### src/rtl/xlate_seq_pkg.sv
package xlate_seq_pkg;

  localparam int SYN_W = 32;
  localparam int RIGHTS_W = 3;
  localparam int RT_READ = 0;
  localparam int RT_WRITE = 1;
  localparam int RT_EXEC = 2;

  // descriptor field positions
  localparam int DESC_DSTORE = 31;
  localparam int DESC_KSUP = 30;
  localparam int DESC_KUSR = 29;
  localparam int DESC_NOEXEC = 28;
  localparam int DESC_BUS_HI = 28;
  localparam int DESC_BUS_LO = 20;
  localparam logic [8:0] BUS_FORCED = 9'h07F;

  typedef enum logic [1:0] {
    ACC_LOAD = 2'd0,
    ACC_STORE = 2'd1,
    ACC_FETCH = 2'd2
  } acc_e;

  typedef enum logic [1:0] {
    EXK_NONE = 2'd0,
    EXK_INSTR = 2'd1,
    EXK_DATA = 2'd2
  } exk_e;

  typedef enum logic [1:0] {
    WHY_NONE = 2'd0,
    WHY_PROT = 2'd1,
    WHY_MISS = 2'd2,
    WHY_NOEXEC = 2'd3
  } why_e;

  typedef enum logic [2:0] {
    ST_IDLE = 3'd0,
    ST_BLOCK = 3'd1,
    ST_SEGRD = 3'd2,
    ST_SEG = 3'd3,
    ST_WALK = 3'd4
  } st_e;

  localparam logic [SYN_W-1:0] IC_NOEXEC = 32'h1000_0000;
  localparam logic [SYN_W-1:0] IC_MISS = 32'h4000_0000;
  localparam logic [SYN_W-1:0] IC_PROT = 32'h0800_0000;
  localparam logic [SYN_W-1:0] DS_MISS_LD = 32'h4000_0000;
  localparam logic [SYN_W-1:0] DS_MISS_ST = 32'h4200_0000;
  localparam logic [SYN_W-1:0] DS_PROT_LD = 32'h0800_0000;
  localparam logic [SYN_W-1:0] DS_PROT_ST = 32'h0A00_0000;

  function automatic logic [RIGHTS_W-1:0] need_of(input logic [1:0] acc);
    logic [RIGHTS_W-1:0] m;
    m = '0;
    case (acc)
      ACC_STORE: m[RT_WRITE] = 1'b1;
      ACC_FETCH: m[RT_EXEC] = 1'b1;
      default: m[RT_READ] = 1'b1;
    endcase
    return m;
  endfunction

endpackage

### src/rtl/xlate_seg_file.sv
module xlate_seg_file #(
  parameter int DEPTH = 16,
  parameter int WIDTH = 32,
  localparam int IDX_W = $clog2(DEPTH)
) (
  input  logic             clk,
  input  logic             we,
  input  logic [IDX_W-1:0] waddr,
  input  logic [WIDTH-1:0] wdata,
  input  logic [IDX_W-1:0] raddr,
  output logic [WIDTH-1:0] rdata
);
  logic [WIDTH-1:0] mem [DEPTH];

  // read-first synchronous RAM
  always_ff @(posedge clk) begin
    if (we) mem[waddr] <= wdata;
    rdata <= mem[raddr];
  end
endmodule

### src/rtl/xlate_page_rights.sv
module xlate_page_rights
  import xlate_seq_pkg::*;
(
  input  logic                user,
  input  logic                key_sup,
  input  logic                key_usr,
  input  logic                noexec,
  input  logic [1:0]          pp,
  output logic [RIGHTS_W-1:0] rights
);
  logic key;

  always_comb begin
    key = user ? key_usr : key_sup;
    rights = '0;
    case ({key, pp})
      3'b000, 3'b001, 3'b010, 3'b110: begin
        rights[RT_READ] = 1'b1;
        rights[RT_WRITE] = 1'b1;
      end
      3'b011, 3'b101, 3'b111: rights[RT_READ] = 1'b1;
      default: rights = '0;
    endcase
    rights[RT_EXEC] = !noexec;
  end

  always_comb begin
    if (key == 1'b1 && pp == 2'd0)
      AST_KEY1_PP0_NO_DATA: assert (rights[RT_READ] == 1'b0 && rights[RT_WRITE] == 1'b0);
  end
endmodule

### src/rtl/xlate_dstore.sv
module xlate_dstore
  import xlate_seq_pkg::*;
#(
  parameter int ADDR_W = 32,
  parameter int HI_W = 4
) (
  input  logic [ADDR_W-1:0]   ea,
  input  logic [1:0]          acc,
  input  logic                user,
  input  logic                key_sup,
  input  logic                key_usr,
  input  logic [8:0]          bus_id,
  input  logic [HI_W-1:0]     hi_bits,
  output logic                grant,
  output logic [ADDR_W-1:0]   raddr,
  output logic [RIGHTS_W-1:0] rights,
  output why_e                why
);
  logic key;

  always_comb begin
    key = user ? key_usr : key_sup;
    grant = 1'b0;
    raddr = '0;
    rights = '0;
    why = WHY_NONE;
    if (bus_id == BUS_FORCED) begin
      grant = 1'b1;
      raddr = {hi_bits, ea[ADDR_W-HI_W-1:0]};
      rights = '1;
    end else if (acc == ACC_FETCH) begin
      why = WHY_NOEXEC;
    end else if ((acc == ACC_LOAD && !key) || (acc == ACC_STORE && key)) begin
      grant = 1'b1;
      raddr = ea;
      rights[RT_READ] = 1'b1;
      rights[RT_WRITE] = 1'b1;
    end else begin
      why = WHY_PROT;
    end
  end
endmodule

### src/rtl/xlate_fault_enc.sv
module xlate_fault_enc
  import xlate_seq_pkg::*;
#(
  parameter int ADDR_W = 32
) (
  input  why_e              why,
  input  logic [1:0]        acc,
  input  logic [ADDR_W-1:0] ea,
  output exk_e              kind,
  output logic [SYN_W-1:0]  icode,
  output logic [ADDR_W-1:0] dar,
  output logic [SYN_W-1:0]  dsisr
);
  logic st;

  always_comb begin
    st = (acc == ACC_STORE);
    kind = EXK_NONE;
    icode = '0;
    dar = '0;
    dsisr = '0;
    if (why != WHY_NONE) begin
      if (acc == ACC_FETCH) begin
        kind = EXK_INSTR;
        case (why)
          WHY_PROT: icode = IC_PROT;
          WHY_MISS: icode = IC_MISS;
          default: icode = IC_NOEXEC;
        endcase
      end else begin
        kind = EXK_DATA;
        dar = ea;
        case (why)
          WHY_PROT: dsisr = st ? DS_PROT_ST : DS_PROT_LD;
          WHY_MISS: dsisr = st ? DS_MISS_ST : DS_MISS_LD;
          default: dsisr = '0;
        endcase
      end
    end
  end
endmodule

### src/rtl/xlate_seq.sv
module xlate_seq
  import xlate_seq_pkg::*;
#(
  parameter int ADDR_W = 32,
  parameter int PAGE_BITS = 12,
  parameter int SEG_CNT = 16,
  parameter int VSID_W = 24,
  localparam int SEG_IDX_W = $clog2(SEG_CNT),
  localparam int PAGE_IDX_W = ADDR_W - SEG_IDX_W - PAGE_BITS,
  localparam int RPN_W = ADDR_W - PAGE_BITS
) (
  input  logic                  clk,
  input  logic                  rst,
  input  logic                  req_valid,
  output logic                  req_ready,
  input  logic [ADDR_W-1:0]     req_ea,
  input  logic [1:0]            req_acc,
  input  logic                  req_user,
  input  logic                  itrans_en,
  input  logic                  dtrans_en,
  input  logic                  seg_we,
  input  logic [SEG_IDX_W-1:0]  seg_idx,
  input  logic [31:0]           seg_wdata,
  output logic                  bm_req,
  output logic [ADDR_W-1:0]     bm_ea,
  output logic                  bm_fetch,
  output logic                  bm_user,
  input  logic                  bm_rsp_valid,
  input  logic                  bm_hit,
  input  logic [ADDR_W-1:0]     bm_raddr,
  input  logic [2:0]            bm_rights,
  output logic                  pw_req,
  output logic [VSID_W-1:0]     pw_vsid,
  output logic [PAGE_IDX_W-1:0] pw_page,
  input  logic                  pw_rsp_valid,
  input  logic                  pw_hit,
  input  logic [1:0]            pw_pp,
  input  logic [RPN_W-1:0]      pw_rpn,
  output logic                  done,
  output logic                  fault,
  output logic [ADDR_W-1:0]     raddr,
  output logic [2:0]            rights,
  output logic [1:0]            exc_kind,
  output logic [31:0]           icode,
  output logic [ADDR_W-1:0]     dar,
  output logic [31:0]           dsisr
);

  st_e state, state_d;
  logic [ADDR_W-1:0] ea_q;
  logic [1:0] acc_q;
  logic user_q;
  logic [31:0] desc;

  logic fin, bm_fire, pw_fire;
  why_e fin_why;
  logic [ADDR_W-1:0] fin_raddr;
  logic [RIGHTS_W-1:0] fin_rights;
  logic [RIGHTS_W-1:0] need;
  logic real_mode;

  logic ds_grant;
  logic [ADDR_W-1:0] ds_raddr;
  logic [RIGHTS_W-1:0] ds_rights;
  why_e ds_why;
  logic [RIGHTS_W-1:0] pg_rights;

  exk_e enc_kind;
  logic [SYN_W-1:0] enc_icode, enc_dsisr;
  logic [ADDR_W-1:0] enc_dar;

  // descriptor storage, read address is the latched segment index
  xlate_seg_file #(.DEPTH(SEG_CNT), .WIDTH(32)) u_segs (
    .clk  (clk),
    .we   (seg_we),
    .waddr(seg_idx),
    .wdata(seg_wdata),
    .raddr(ea_q[ADDR_W-1 -: SEG_IDX_W]),
    .rdata(desc)
  );

  xlate_page_rights u_rights (
    .user   (user_q),
    .key_sup(desc[DESC_KSUP]),
    .key_usr(desc[DESC_KUSR]),
    .noexec (desc[DESC_NOEXEC]),
    .pp     (pw_pp),
    .rights (pg_rights)
  );

  xlate_dstore #(.ADDR_W(ADDR_W), .HI_W(SEG_IDX_W)) u_dstore (
    .ea     (ea_q),
    .acc    (acc_q),
    .user   (user_q),
    .key_sup(desc[DESC_KSUP]),
    .key_usr(desc[DESC_KUSR]),
    .bus_id (desc[DESC_BUS_HI:DESC_BUS_LO]),
    .hi_bits(desc[SEG_IDX_W-1:0]),
    .grant  (ds_grant),
    .raddr  (ds_raddr),
    .rights (ds_rights),
    .why    (ds_why)
  );

  xlate_fault_enc #(.ADDR_W(ADDR_W)) u_enc (
    .why  (fin_why),
    .acc  (acc_q),
    .ea   (ea_q),
    .kind (enc_kind),
    .icode(enc_icode),
    .dar  (enc_dar),
    .dsisr(enc_dsisr)
  );

  assign req_ready = (state == ST_IDLE);
  assign need = need_of(acc_q);
  assign real_mode = (req_acc == ACC_FETCH) ? !itrans_en : !dtrans_en;
  assign bm_ea = ea_q;
  assign bm_fetch = (acc_q == ACC_FETCH);
  assign bm_user = user_q;

  always_comb begin
    state_d = state;
    fin = 1'b0;
    fin_why = WHY_NONE;
    fin_raddr = '0;
    fin_rights = '0;
    bm_fire = 1'b0;
    pw_fire = 1'b0;
    case (state)
      ST_IDLE: begin
        if (req_valid) begin
          if (real_mode) begin
            fin = 1'b1;
            fin_raddr = req_ea;
            fin_rights = '1;
          end else begin
            bm_fire = 1'b1;
            state_d = ST_BLOCK;
          end
        end
      end
      ST_BLOCK: begin
        if (bm_rsp_valid) begin
          if (bm_hit) begin
            fin = 1'b1;
            state_d = ST_IDLE;
            if ((need & ~bm_rights) != '0) begin
              fin_why = WHY_PROT;
            end else begin
              fin_raddr = bm_raddr;
              fin_rights = bm_rights;
            end
          end else begin
            state_d = ST_SEGRD;
          end
        end
      end
      ST_SEGRD: state_d = ST_SEG;
      ST_SEG: begin
        if (desc[DESC_DSTORE]) begin
          fin = 1'b1;
          state_d = ST_IDLE;
          if (ds_grant) begin
            fin_raddr = ds_raddr;
            fin_rights = ds_rights;
          end else begin
            fin_why = ds_why;
          end
        end else if (acc_q == ACC_FETCH && desc[DESC_NOEXEC]) begin
          fin = 1'b1;
          state_d = ST_IDLE;
          fin_why = WHY_NOEXEC;
        end else begin
          pw_fire = 1'b1;
          state_d = ST_WALK;
        end
      end
      ST_WALK: begin
        if (pw_rsp_valid) begin
          fin = 1'b1;
          state_d = ST_IDLE;
          if (!pw_hit) begin
            fin_why = WHY_MISS;
          end else if ((need & ~pg_rights) != '0) begin
            fin_why = WHY_PROT;
          end else begin
            fin_raddr = {pw_rpn, ea_q[PAGE_BITS-1:0]};
            fin_rights = pg_rights;
          end
        end
      end
      default: state_d = ST_IDLE;
    endcase
  end

  always_ff @(posedge clk) begin
    if (rst) begin
      state <= ST_IDLE;
      ea_q <= '0;
      acc_q <= '0;
      user_q <= 1'b0;
      bm_req <= 1'b0;
      pw_req <= 1'b0;
      pw_vsid <= '0;
      pw_page <= '0;
      done <= 1'b0;
      fault <= 1'b0;
      raddr <= '0;
      rights <= '0;
      exc_kind <= '0;
      icode <= '0;
      dar <= '0;
      dsisr <= '0;
    end else begin
      state <= state_d;
      bm_req <= bm_fire;
      pw_req <= pw_fire;
      done <= fin;
      if (state == ST_IDLE && req_valid) begin
        ea_q <= req_ea;
        acc_q <= req_acc;
        user_q <= req_user;
      end
      if (pw_fire) begin
        pw_vsid <= desc[VSID_W-1:0];
        pw_page <= ea_q[PAGE_BITS +: PAGE_IDX_W];
      end
      if (fin) begin
        fault <= (fin_why != WHY_NONE);
        raddr <= fin_raddr;
        rights <= fin_rights;
        exc_kind <= enc_kind;
        icode <= enc_icode;
        dar <= enc_dar;
        dsisr <= enc_dsisr;
      end
    end
  end

  AST_BM_REQ_PULSE: assert property (@(posedge clk) disable iff (rst)
    bm_req |=> !bm_req);
  AST_NO_WALK_AFTER_BLOCK_HIT: assert property (@(posedge clk) disable iff (rst)
    (state == ST_BLOCK && bm_rsp_valid && bm_hit) |=> (!pw_req && state == ST_IDLE));
  AST_WALK_WAITS: assert property (@(posedge clk) disable iff (rst)
    pw_req |-> state == ST_WALK);
  AST_FAULT_HAS_KIND: assert property (@(posedge clk) disable iff (rst)
    (done && fault) |-> (exc_kind != EXK_NONE && raddr == '0 && rights == '0));
  AST_SUCCESS_HAS_RIGHTS: assert property (@(posedge clk) disable iff (rst)
    (done && !fault) |-> (rights != '0 && exc_kind == EXK_NONE));
  AST_INSTR_FAULT_CLEAN: assert property (@(posedge clk) disable iff (rst)
    (done && exc_kind == EXK_INSTR) |-> (dar == '0 && dsisr == '0 && icode != '0));
  AST_DATA_FAULT_CLEAN: assert property (@(posedge clk) disable iff (rst)
    (done && exc_kind == EXK_DATA) |-> (icode == '0 && dsisr != '0));

endmodule

### config.mk
export PLATFORM = sky130hd
export DESIGN_NAME = xlate_seq
export DESIGN_NICKNAME = d
export VERILOG_FILES = /design/src/rtl/xlate_seq_pkg.sv /design/src/rtl/xlate_seg_file.sv /design/src/rtl/xlate_page_rights.sv /design/src/rtl/xlate_dstore.sv /design/src/rtl/xlate_fault_enc.sv /design/src/rtl/xlate_seq.sv
export SDC_FILE = /design/constraint.sdc
export NUM_CORES = 1
export LEC_CHECK = 0
export BUFFER_PORTS_ARGS = -buffer_cell sky130_fd_sc_hd__buf_2
export CORE_MARGIN = 2
export CORE_UTILIZATION = 58
export DETAILED_ROUTE_END_ITERATION = 6
export PLACE_DENSITY = 0.87
export SLEW_MARGIN = 20
export SYNTH_ARGS = -nofsm -noshare
export SYNTH_HDL_FRONTEND = slang
export SYNTH_HIERARCHICAL = 1
export SYNTH_SLANG_ARGS = --single-unit
### constraint.sdc
create_clock -name clk -period 4.6 [get_ports clk]
set_clock_uncertainty 0.2 [all_clocks]
set_input_delay 0.92 -clock clk [delete_from_list [all_inputs] [get_ports clk]]
set_output_delay 0.92 -clock clk [all_outputs]
set_load 0.05 [all_outputs]
Word level (Yosys, flattened, before mapping)
Memories as Yosys holds them, arrays and structs flattened. A register that Yosys moved wholly into a read port is not among the register bits.
Cells that the tools add are included.
Operators by class
  equal/unequal tests: 20
  multiplexer cells: 86
  bitwise logic cells: 6
  reductions and logical operators: 20
Operators by type and width (number)
  $mux 32: 19
  $pmux 32 s4: 1
  $pmux 32 s2: 1
  $pmux 31 s2: 1
  $mux 26: 2
  $mux 3: 16
  $mux 1: 29
  $mux 2: 13
  $pmux 3 s5: 1
  $eq 3x2->1 const B: 4
  $eq 3x3->1 const B: 4
  $pmux 3 s4: 1
  $eq 9x7->1 const B: 1
  $ne 2x2->1 const B: 4
  $reduce_or 7->1: 1
  $and 3x3->3: 2
  $eq 2x2->1 const B: 3
  $eq 3x1->1 const B: 2
  $logic_not 3->1: 2
  $not 3->3: 2
  $pmux 2 s3: 1
  $reduce_bool 3->1: 2
  $eq 2x1->1 const B: 2
  $logic_and 1x1->1: 4
  other kinds (10): 14
Storage, ports and cells
  bits in registers: 215
  memory bits (writable): 512
  logic and storage cells: 149
  memories kept: 1
Memories
  u_segs.mem: words 16, bits a word 32, rd ports 1, clocked after Yosys merged registers in 1, write ports 1, RTL line xlate_seg_file.sv:13  | logic [WIDTH-1:0] mem [DEPTH];

Depth between registers and ports, before layout
  word-level depth: 15
  gate-level depth with buffers: 15

Cells and area by module
Netlist, hierarchy kept.
By module, submodules not included
  xlate_seg_file: instances 1, cells an instance 838, area an instance 19835.3 µm²
  xlate_seq: instances 1, cells an instance 1057, area an instance 8349.3 µm²
  xlate_fault_enc: instances 1, cells an instance 118, area an instance 1016.0 µm²
  xlate_dstore: instances 1, cells an instance 60, area an instance 431.7 µm²
  xlate_page_rights: instances 1, cells an instance 5, area an instance 35.0 µm²

Least setup slack after synthesis
Ideal clock, no wire load.
  kind: input to register
  start point: in seg_idx[2]
  end point: mem u_segs.mem[0][0] (enable)
  library setup time: 0.461 ns
  data arrival time: 3.638 ns
  data required time: 3.939 ns
  slack: 0.300 ns
  cell stages on the path: 2
  buffers on the path: 0
  path through: or3b_2 > nor3_1
RTL lines
  from (decl): RTL line xlate_seq.sv:22  | input logic [SEG_IDX_W-1:0] seg_idx,
  to (decl): RTL line xlate_seg_file.sv:13
Straight into the memory's write port.

Worst setup path in the final report
  start point: reg u_segs.rdata[28] (read register of u_segs.mem)
  end point: reg dar[11]
RTL lines
  from (decl): RTL line xlate_seg_file.sv:11  | output logic [WIDTH-1:0] rdata
  $eq 9x7->1: RTL line xlate_dstore.sv:27  | if (bus_id == BUS_FORCED) begin
  $mux 2: RTL line xlate_dstore.sv:27
  net ds_why[1]: RTL line xlate_seq.sv:65  | why_e ds_why;
  $mux 2: RTL line xlate_seq.sv:164  | if (ds_grant) begin
  $mux 2: RTL line xlate_seq.sv:161  | if (desc[DESC_DSTORE]) begin
  $pmux 2 s3: RTL line xlate_seq.sv:130  | case (state)
  net fin_why[1]: RTL line xlate_seq.sv:56  | why_e fin_why;
  $reduce_bool 2->1: RTL line xlate_fault_enc.sv:22  | if (why != WHY_NONE) begin
  $mux 32: RTL line xlate_fault_enc.sv:22
  net enc_dar[11]: RTL line xlate_seq.sv:70  | logic [ADDR_W-1:0] enc_dar;
  to (signal assigned): RTL line xlate_seq.sv:235  | dar <= enc_dar;
  to (decl): RTL line xlate_seq.sv:45  | output logic [ADDR_W-1:0] dar,
The timed path passes the listed nets, and every way through them passes these cells.
A chain may end at the register's enable or synchronous reset.

==> qor.log <==
INFO  global_route   gr-max-usage-layer=met2
INFO  global_route   antenna_found_initial=19
INFO  placement      globalplace.congestion=0.9741
INFO  power_and_ir_drop p_int=0.01157W
INFO  floorplanning  core_area=0.05038sqmm
INFO  cts            cts_htree_levels=3
INFO  global_route   track_usage=32.68%
INFO  floorplanning  die-width=230.2um
INFO  synthesis      yosysTopAreaCellShare=51.82%
INFO  timing         setup_ws=0.9524ns
INFO  timing         setup-violations-final=0
INFO  timing         tns=0ns
INFO  synthesis      synth_cell_types=52
INFO  synthesis      syn_area=0.02967sqmm
INFO  worst_setup_path critPathCaptureType=flop
INFO  worst_setup_path crit_path_max_incr_delay=0.53ns
INFO  synthesis      synth_area_leaders=edfxtp_1 52%, dfxtp_1 17%, mux4_2 9.7%
INFO  detailed_routing drc_errors=0
INFO  worst_setup_path timing.critical_path.required=4.96ns
INFO  timing         hold_viol=0
INFO  cts            cts-buffers-inserted=76
INFO  timing         final_min_period_over_clock_period=79.30%
INFO  power_and_ir_drop power-per-cell-area=446.8mW/mm^2
INFO  synthesis      ys_seq_elements=759
INFO  synthesis      synth_largest_area_cell=edfxtp_1
INFO  timing         tightestPinTransition=1.148ns
INFO  finish         design.final.nets=2553
INFO  finish         nFillCells=3345
INFO  timing         slew_headroom=23.09%
INFO  detailed_routing antenna_violating_nets_post_route=0
INFO  synthesis      synth_area_per_cell=14.28squm
INFO  worst_hold_path hold_class=reg2reg
INFO  timing         slew_limit_fails=0
INFO  synthesis      ys_seq_area_share=68.49%
INFO  global_route   met3_usage=7.316%
INFO  timing         fmax=0.2742GHz
INFO  finish         layout.cells.non_filler=3156
INFO  power_and_ir_drop pwr-share-comb=9.3%
INFO  global_route   grt.met1_usage=38.57%
INFO  cts            cts_resized=0
INFO  floorplanning  die_area=0.05298sqmm
INFO  global_route   met2_usage=55.11%
INFO  run_status     outcome=completed
INFO  detailed_routing via_count=19670
INFO  cts            clkSinkCount=759
INFO  global_route   grt_first_pass_wirelength=125900um
INFO  cts            clk_transition_reported_paths=0.06ns
INFO  detailed_routing initialDrtViolationCount=2106
INFO  detailed_routing detail_route.wl_per_cell=27.51um
INFO  synthesis      synth_enable_flop_cells=512
INFO  floorplanning  floorplan.initialDensity=58.89%
INFO  worst_hold_path hold_depth=2
INFO  worst_setup_path critPathMostFrequentCell=inv_1
INFO  global_route   grt_overflow_total=0
INFO  job            drv_cap=0
INFO  global_route   number_of_global_route_vias_before_repair=19670
INFO  floorplanning  die-height=230.2um
INFO  timing         worst_hold_slack=0.2346ns
INFO  placement      placedCellCount=3002
INFO  power_and_ir_drop clock_power_share=40.9%
INFO  detailed_routing detailedRoute.firstPassIterationCount=7
INFO  cts            clockBufferDepth=3
INFO  power_and_ir_drop seq_power_share=49.8%
INFO  cts            postCtsSetupBuffers=0
INFO  placement      port-buffer-count=349
INFO  finish         drive_above_1_share=28.92%
INFO  synthesis      asyncSetResetFlopFracSynth=0%
INFO  synthesis      synthesis.instances=2078
INFO  worst_setup_path timing.critical_path.fanout_max=17
INFO  worst_setup_path path_cells=and4b_1, nand3_1, inv_1, nor3b_1, inv_1, o21ai_0, nand2_1, o21ai_0, inv_1, ha_2, buf_4, nor3b_2, nand2_1, a21oi_1
INFO  placement      detailedPlacementHpwl=52740um
INFO  placement      place_ws=0.9590ns
INFO  floorplanning  io-pin-count=350
INFO  timing         fin_crit=3.648ns
INFO  worst_setup_path arrival=4.01ns
INFO  cts            worstSkewPairLatency=0.64ns
INFO  synthesis      yosysWarnings=6
INFO  power_and_ir_drop net-switching-power=0.003867W
INFO  power_and_ir_drop static-leakage-power=12.19nW
INFO  power_and_ir_drop max-vdd-ir-drop=0.3399mV
INFO  worst_setup_path worstSetupStartpointType=flop
INFO  finish         layout-area-overhead-vs-synth=16.48%
INFO  cts            hold_buffer_count_at_cts=0
INFO  timing         setup_repair_after_global_routing_missed_its_margin=no
INFO  detailed_routing post_drt_via_cell_ratio=6.232
INFO  synthesis      synthFlopType=edfxtp_1
INFO  worst_setup_path slowest_stage=nand3_1
INFO  global_route   maximum_number_of_pins_on_one_net_before_global_route_repair=94
INFO  cts            cts_tree=yes
INFO  cts            root_buffer=clkbuf_16
INFO  floorplanning  core.rowCount=82
INFO  detailed_routing drt_wl_total=86810um
INFO  power_and_ir_drop power.switching_fraction=25.05%
INFO  worst_setup_path worst-setup-path-type=reg2reg
INFO  worst_setup_path timing.reg2reg.worst_path_depth=14
[worst paths after layout]
| kind | from | endpoint | slack (ns) |
|---|---|---|---|
| worst max-delay path | u_segs/rdata[28] | dar[11] | 0.95 |
| worst min-delay path | u_segs/rdata[4] | pw_vsid[4] | 0.23 |
| worst max register to register | u_segs/rdata[28] | dar[11] | 0.95 |
| worst min register to register | u_segs/rdata[4] | pw_vsid[4] | 0.23 |
[registers in the layout, summed over array words and instances (netlist names)]
name,flops
state,3
dar,32
rights,3
acc_q,2
pw_req,1
u_segs/mem,512
bm_req,1
bm_user,1
dsisr,32
icode,32
exc_kind,2
raddr,32
done,1
pw_vsid,24
bm_ea,32
fault,1
u_segs/rdata,32
pw_page,16
[cell usage after synthesis (2+ instances only)]
| cell | instances |
|---|---|
| a21boi_0 | 3 |
| clkbuf_1 | 79 |
| inv_1 | 23 |
| a22oi_1 | 64 |
| buf_4 | 76 |
| a32o_1 | 32 |
| o211a_1 | 2 |
| nor2b_1 | 7 |
| a211oi_1 | 33 |
| edfxtp_1 | 512 |
| nand2_1 | 387 |
| a21oi_1 | 241 |
| o21ai_0 | 5 |
| nor3b_2 | 28 |
| o31ai_2 | 4 |
| and4b_1 | 2 |
| buf_1 | 12 |
| ha_1 | 6 |
| nand2b_1 | 6 |
| buf_2 | 34 |
| a21boi_1 | 25 |
| mux2i_1 | 3 |
| buf_6 | 6 |
| nor3_1 | 7 |
| a222oi_1 | 2 |
| a221oi_1 | 4 |
| nand3_1 | 5 |
| nand4_1 | 5 |
| nor2_1 | 54 |
| mux4_2 | 128 |
| nor3b_1 | 9 |
| dfxtp_1 | 247 |
| and2_1 | 4 |
| nand3b_1 | 3 |
| and3_1 | 3 |
[power by group through the flow]
stage	combinational (W)	sequential (W)	clock, W
floorplan	0.000722	0.00802	0
global placement	0.00136	0.00781	0
detailed placement	0.00141	0.00782	0
CTS	0.00142	0.00768	0.00637
global route	0.00152	0.00770	0.00661
finish	0.00144	0.00769	0.00632
[kinds of logic (layout without fill, tap and decap cells)]
family	Yosys count	count (layout)	synth area share, %
adder cells (fa/ha/maj)	6	6	0.2530
buffers and inverters	230	567	4.167
multiplexers	133	133	9.903
other	1	70	0.01264
AO/OA/AOI/OAI	419	419	8.928
AND/OR/NAND/NOR	530	530	8.245
flip-flops	759	759	68.49
[cell usage in the layout, fill, tap and decap left out, types with 7 or more instances in the layout]
master      instances
a211oi_1           33
a21boi_1           25
a21oi_1           241
a22oi_1            64
a32o_1             32
buf_12             12
buf_2             348
buf_4              42
clkbuf_1           19
clkbuf_16          78
clkbuf_8            7
clkinv_2           11
clkinvlp_4          9
conb_1             58
dfxtp_1           245
diode_2            12
edfxtp_1          512
inv_1              23
mux4_2            128
nand2_1           386
nor2_1             41
nor2_2             13
nor3b_1             9
nor3b_2            28
[area by class of cell]
class	count	area (sq um)	area share, %
Tap cell	672	840.8	2.433
Inverter	23	86.33	0.2498
Clock buffer	104	2120	6.133
Clock inverter	37	429.2	1.242
Antenna cell	12	30.03	0.08690
Timing Repair Buffer	403	2308	6.680
Sequential cell	759	20330	58.82
Multi-Input combinational cell	1146	8416	24.35
[routing by layer]
layer  share of wire [%]  routed length (um)
met1                  34               29610
met4                 5.5                4774
met3                 9.6                8363
met2                  51               43950
met5                0.13                 113
[per-stage QoR]
| stage | util [%] | cell area (sq um) | total power [W] |
|---|---|---|---|
| after global placement | 63.43 | 31960 | 0.009170 |
| after CTS | 68.50 | 34510 | 0.01548 |
| final | 68.60 | 34560 | 0.01544 |
| after detailed placement | 63.44 | 31960 | 0.009232 |
| after floorplan | - | 29880 | 0.008745 |
| after global routing | 68.58 | 34550 | 0.01582 |
[worst max-delay path: cells and delay by family (launching register included)]
kind	cells	cell delay, ns
AND/OR/NAND/NOR	6	1.42
AO/OA/AOI/OAI	3	0.50
adder cells (fa/ha/maj)	1	0.32
buffers and inverters	4	0.77
flip-flops	1	0.38
Power figures use the tool's default switching activity.
